===== src/rtl/mbox_irq_pkg.sv =====
package mbox_irq_pkg;
  localparam int NUM_PORTS = 2;
  localparam int PORT_L = 0;
  localparam int PORT_R = 1;

  // Mailbox address whose write raises the flag of port 'dst'.
  function automatic logic [31:0] doorbell_addr(input int addr_w, input int dst);
    logic [31:0] top;
    top = (32'd1 << addr_w) - 32'd1;
    return (dst == PORT_R) ? top : top - 32'd1;
  endfunction
endpackage


===== src/rtl/mbox_port_decode.sv =====
module mbox_port_decode #(
  parameter int ADDR_W = 10,
  parameter logic [ADDR_W-1:0] OUT_ADDR = '1,
  parameter logic [ADDR_W-1:0] IN_ADDR = '0
) (
  input  logic              sel,
  input  logic              wr,
  input  logic              oe,
  input  logic [ADDR_W-1:0] addr,
  output logic              ring_o,
  output logic              ack_o
);
  // ring: write to the mailbox aimed at the peer
  // ack: qualified read of the mailbox aimed at this port
  always_comb begin
    ring_o = sel && wr && (addr == OUT_ADDR);
    ack_o  = sel && !wr && oe && (addr == IN_ADDR);
  end
endmodule


===== src/rtl/mbox_irq_flag.sv =====
module mbox_irq_flag (
  input  logic clk,
  input  logic rst,
  input  logic set_i,
  input  logic clr_i,
  output logic irq_n_o
);
  always_ff @(posedge clk) begin
    if (rst)        irq_n_o <= 1'b1;
    else if (set_i) irq_n_o <= 1'b0;
    else if (clr_i) irq_n_o <= 1'b1;
  end

  assert_set_lowers_R9: assert property (@(posedge clk) disable iff (rst)
    set_i |=> !irq_n_o);
  assert_clear_raises_R7: assert property (@(posedge clk) disable iff (rst)
    (clr_i && !set_i) |=> irq_n_o);
  assert_hold_idle_R8: assert property (@(posedge clk) disable iff (rst)
    (!set_i && !clr_i) |=> $stable(irq_n_o));
  assert_reset_value_R1: assert property (@(posedge clk)
    rst |=> irq_n_o);
endmodule


===== src/rtl/mbox_irq_top.sv =====
module mbox_irq_top #(
  parameter int ADDR_W = 10
) (
  input  logic              clk,
  input  logic              rst,
  input  logic              left_sel,
  input  logic              left_wr,
  input  logic              left_oe,
  input  logic [ADDR_W-1:0] left_addr,
  input  logic              right_sel,
  input  logic              right_wr,
  input  logic              right_oe,
  input  logic [ADDR_W-1:0] right_addr,
  output logic              left_irq_n,
  output logic              right_irq_n
);
  import mbox_irq_pkg::*;

  localparam logic [ADDR_W-1:0] BOX_TO_L = ADDR_W'(doorbell_addr(ADDR_W, PORT_L));
  localparam logic [ADDR_W-1:0] BOX_TO_R = ADDR_W'(doorbell_addr(ADDR_W, PORT_R));

  logic [NUM_PORTS-1:0]             sel_v, wr_v, oe_v, ring_v, ack_v, irq_n_v;
  logic [NUM_PORTS-1:0][ADDR_W-1:0] addr_v;

  always_comb begin
    sel_v  = {right_sel, left_sel};
    wr_v   = {right_wr, left_wr};
    oe_v   = {right_oe, left_oe};
    addr_v = {right_addr, left_addr};
  end

  for (genvar p = 0; p < NUM_PORTS; p++) begin : g_port
    localparam logic [ADDR_W-1:0] OUT_A = (p == PORT_L) ? BOX_TO_R : BOX_TO_L;
    localparam logic [ADDR_W-1:0] IN_A  = (p == PORT_L) ? BOX_TO_L : BOX_TO_R;

    mbox_port_decode #(.ADDR_W(ADDR_W), .OUT_ADDR(OUT_A), .IN_ADDR(IN_A)) u_dec (
      .sel(sel_v[p]), .wr(wr_v[p]), .oe(oe_v[p]), .addr(addr_v[p]),
      .ring_o(ring_v[p]), .ack_o(ack_v[p])
    );

    mbox_irq_flag u_flag (
      .clk(clk), .rst(rst),
      .set_i(ring_v[NUM_PORTS-1-p]), .clr_i(ack_v[p]),
      .irq_n_o(irq_n_v[p])
    );
  end

  assign left_irq_n  = irq_n_v[PORT_L];
  assign right_irq_n = irq_n_v[PORT_R];

  // Port-level checks
  assert_left_rings_right_R2: assert property (@(posedge clk) disable iff (rst)
    (left_sel && left_wr && left_addr == BOX_TO_R) |=> !right_irq_n);
  assert_right_rings_left_R3: assert property (@(posedge clk) disable iff (rst)
    (right_sel && right_wr && right_addr == BOX_TO_L) |=> !left_irq_n);
  assert_own_box_no_effect_R10: assert property (@(posedge clk) disable iff (rst)
    (left_sel && left_addr == BOX_TO_R && !(right_sel && right_wr && right_addr == BOX_TO_L))
      |=> $stable(left_irq_n));
endmodule


===== config.mk =====
export PLATFORM = sky130hd
export DESIGN_NAME = mbox_irq_top
export DESIGN_NICKNAME = d
export VERILOG_FILES = /design/src/rtl/mbox_irq_pkg.sv /design/src/rtl/mbox_port_decode.sv /design/src/rtl/mbox_irq_flag.sv /design/src/rtl/mbox_irq_top.sv
export SDC_FILE = /design/constraint.sdc
export NUM_CORES = 1
export LEC_CHECK = 0
export BUFFER_PORTS_ARGS = -buffer_cell sky130_fd_sc_hd__buf_2
export CORE_AREA = 2 2 39 41
export CTS_CLUSTER_DIAMETER = 30
export DETAILED_ROUTE_END_ITERATION = 10
export DIE_AREA = 0 0 41 43
export PLACE_DENSITY_LB_ADDON = 0.08
export SKIP_CTS_REPAIR_TIMING = 1
export SYNTH_ARGS = -nofsm -noshare
export SYNTH_HDL_FRONTEND = slang
export SYNTH_HIERARCHICAL = 1
export SYNTH_SLANG_ARGS = --single-unit

===== constraint.sdc =====
create_clock -name clk -period 1.34 [get_ports clk]
set_input_delay 0 -clock clk [delete_from_list [all_inputs] [get_ports clk]]
set_output_delay 0 -clock clk [all_outputs]
set_load 0.05 [all_outputs]

==> impl_metrics.py <==
metrics = {
    "routing": {
        "dr.pass1.iters": 2,
        "vias_per_cell": 4.33,
        "wl_per_cell_um": 9.15,
        "drc_errors": 0,
        "drt_wl_total_um": 613,
        "ant_nets": 0,
        "vias": 290,
        "drt_iter0_drc": 2,
    },
    "global_route": {
        "grt_usage": 0.0802,
        "grt_start_max_net_pins": 3,
        "globalRouteOverflowTotal": 0,
        "antenna_found_initial": 0,
        "grt_pass1_vias": 262,
        "grt_pass1_wl_um": 938,
    },
    "pwr": {
        "combinationalPowerShare": 0.215,
        "peakVddDrop_v": 0.000242,
        "switching_power_w": 0.0000499,
        "internal_power_w": 0.000193,
        "switching_share": 0.205,
        "pwr-share-seq": 0.247,
        "power.density_nw_per_um2": 678,
        "clkPwrFrac": 0.538,
        "p_leak_nw": 0.159,
    },
    "clock_network": {
        "cts_sinks": 2,
        "htreeDepth": 1,
        "clkLatencyLatePin_ps": 220,
        "cts_tree": "built",
        "path_clk_slew_ps": 30,
        "clock-root-buffer": "clkbuf_4",
        "clockBufferDepth": 2,
        "cts_buffers": 3,
    },
    "timing": {
        "rsz0062_at_grt": "false",
        "fin_ws_ps": 542,
        "period_share": 0.595,
        "finalCriticalPeriod_ps": 798,
        "drv_slew": 0,
        "fmax_mhz": 1250,
        "worstMarginPinSlew_ps": 263,
        "hold_viol": 0,
        "setup_viol": 0,
        "relSlewSlack": 0.823,
        "clock_skew_ps": 0,
        "setup_tns_ps": 0,
    },
    "synth": {
        "ys_warn_count": 6,
        "synth.area.top_cells": "dfxtp_1 (25%), nand4_1 (23%), nor4_2 (16%)",
        "syn_area_um2": 160,
        "ys_ff_latch": 2,
        "postSynthCellCount": 18,
        "synth.area.mux_share": 0,
        "ys_seq_area_frac": 0.250,
        "synth_top_family_by_area": "simple AND/OR/NAND/NOR gates",
        "yosys.area_share.simple": 0.609,
        "netlist-cell-type-count": 7,
        "syn_avg_cell_area_um2": 8.90,
        "synthAdderAreaFrac": 0,
        "synth_area_leader_cell": "dfxtp_1",
        "synth_xor_area_frac": 0,
        "synth.net_count": 46,
        "synth_compound_area_frac": 0.141,
        "synth_top_area_share": 0.250,
    },
    "worst_setup_path": {
        "cp_top_family": "flip-flops",
        "endpoint_kind": "output pin",
        "crit_buf_inv": 1,
        "r2r_cells": 2,
        "slowest_stage": "dfxtp_1",
        "timing.rr.end": "g_port[1].u_flag/irq_n_o$_SDFFE_PP1P_",
        "cp_max_fo": 2,
        "rrSetupSlack_ps": 750,
        "cp_cell_sequence": "buf_2",
        "crit_type": "reg2out",
        "required_ps": 1340,
        "arrival_ps": 800,
        "critical_path.max_stage_delay_ps": 320,
        "startpoint_type": "register",
        "r2r-start": "g_port[1].u_flag/irq_n_o$_SDFFE_PP1P_",
    },
    "floorplanning": {
        "start_util": 0.116,
        "dieWidth_um": 41,
        "die-area_um2": 1760,
        "pin_count": 30,
        "die_h_um": 43,
        "row_count": 14,
        "core_area_um2": 1380,
    },
    "run_status": {
        "status": "finished, final reports clean",
    },
    "min_path": {
        "min-delay-start": "right_wr",
        "hold_class": "in2reg",
        "hold_end": "g_port[1].u_flag/irq_n_o$_SDFFE_PP1P_",
        "hold_depth": 4,
    },
    "cells_and_area": {
        "layout-drive-gt1-share": 0.706,
        "top_register": "g_port.u_flag/irq_n_o",
        "diodes": 0,
        "syn2layout_area_growth_pct": 123,
        "largest_reg_flops": 2,
        "largest_registers": "g_port.u_flag/irq_n_o: 2 flops",
        "nets": 81,
    },
    "place": {
        "place_congestion": 0.550,
        "port_buffers": 29,
        "hpwl_um": 580,
        "pre_cts_ws_ps": 563,
    },
    "flow_run": {
        "cap_viol_max_count": 0,
    },
}
[through the flow]
stage                     utilization  instances  hold slack, ps  instance area (µm²)   power, W
after floorplan                     -         18             110                  160  0.0000687
after global placement          0.235         63             209                  325   0.000109
after detailed placement        0.235         63             207                  325   0.000111
after CTS                       0.251         66           -30.8                  348   0.000251
after global routing            0.259         67             141                  358   0.000263
final                           0.259         67             128                  358   0.000243
[worst min-delay path, stage by stage]
cell	delay [ps]
buf_2	100
nor4_2	40
nor2_1	100
o21bai_2	60
[cells by family after synthesis]
| family | count (synthesis) |
|---|---|
| AO/OA/AOI/OAI | 2 |
| flip-flops | 2 |
| AND/OR/NAND/NOR | 14 |
[synthesized netlist by cell type (all sizes together)]
cell    instances
nand4b          2
dfxtp           2
nor2            2
nand4           6
nor3            2
nor4            2
o21bai          2
[worst max path at each step]
stage | startpoint | endpoint | slack [ps] | depth (start not counted)
after floorplan | g_port[0].u_flag/irq_n_o$_SDFFE_PP1P_ | g_port[0].u_flag/irq_n_o$_SDFFE_PP1P_ | 450 | 2
after global placement | left_addr[9] | g_port[0].u_flag/irq_n_o$_SDFFE_PP1P_ | 590 | 5
after detailed placement | left_addr[9] | g_port[0].u_flag/irq_n_o$_SDFFE_PP1P_ | 560 | 5
after CTS | g_port[1].u_flag/irq_n_o$_SDFFE_PP1P_ | right_irq_n | 530 | 1
after global routing | g_port[1].u_flag/irq_n_o$_SDFFE_PP1P_ | right_irq_n | 510 | 1
final | g_port[1].u_flag/irq_n_o$_SDFFE_PP1P_ | right_irq_n | 540 | 1
[placed cells by master, fill, tap and decap left out]
| cell type | n |
|---|---|
| buf_2 | 29 |
| nand4_1 | 6 |
| clkbuf_4 | 3 |
| nor3_1 | 2 |
| nand4b_1 | 2 |
| nor4_2 | 2 |
| nor2_1 | 2 |
| o21bai_2 | 2 |
| dfxtp_1 | 2 |
| dlygate4sd3_1 | 1 |
[layout make-up]
cell class,instances,area [µm²]
fillers,164,1030
clock buffers,3,22.5
flip-flops and latches,2,40.0
multi-input cells,16,120
well taps,16,20.0
repair buffers,30,155
[power groups by stage]
stage | Clock (W) | Sequential, W | Combinational [W]
6_report | 0.000131 | 0.0000601 | 0.0000521
5_1_grt | 0.000146 | 0.0000600 | 0.0000575
2_1_floorplan | 0 | 0.0000609 | 0.00000785
3_5_place_dp | 0 | 0.0000608 | 0.0000502
4_1_cts | 0.000141 | 0.0000601 | 0.0000503
3_3_place_gp | 0 | 0.0000608 | 0.0000480
[routing by layer]
layer,vias up,wire (µm),global-route usage
li1,145,-,-
met1,131,214,0.0735
met2,14,355,0.141
met3,0,42,0.0157
met4,0,0,0.0600
met5,-,0,0
No activity file was read; power rests on OpenSTA's default activity.
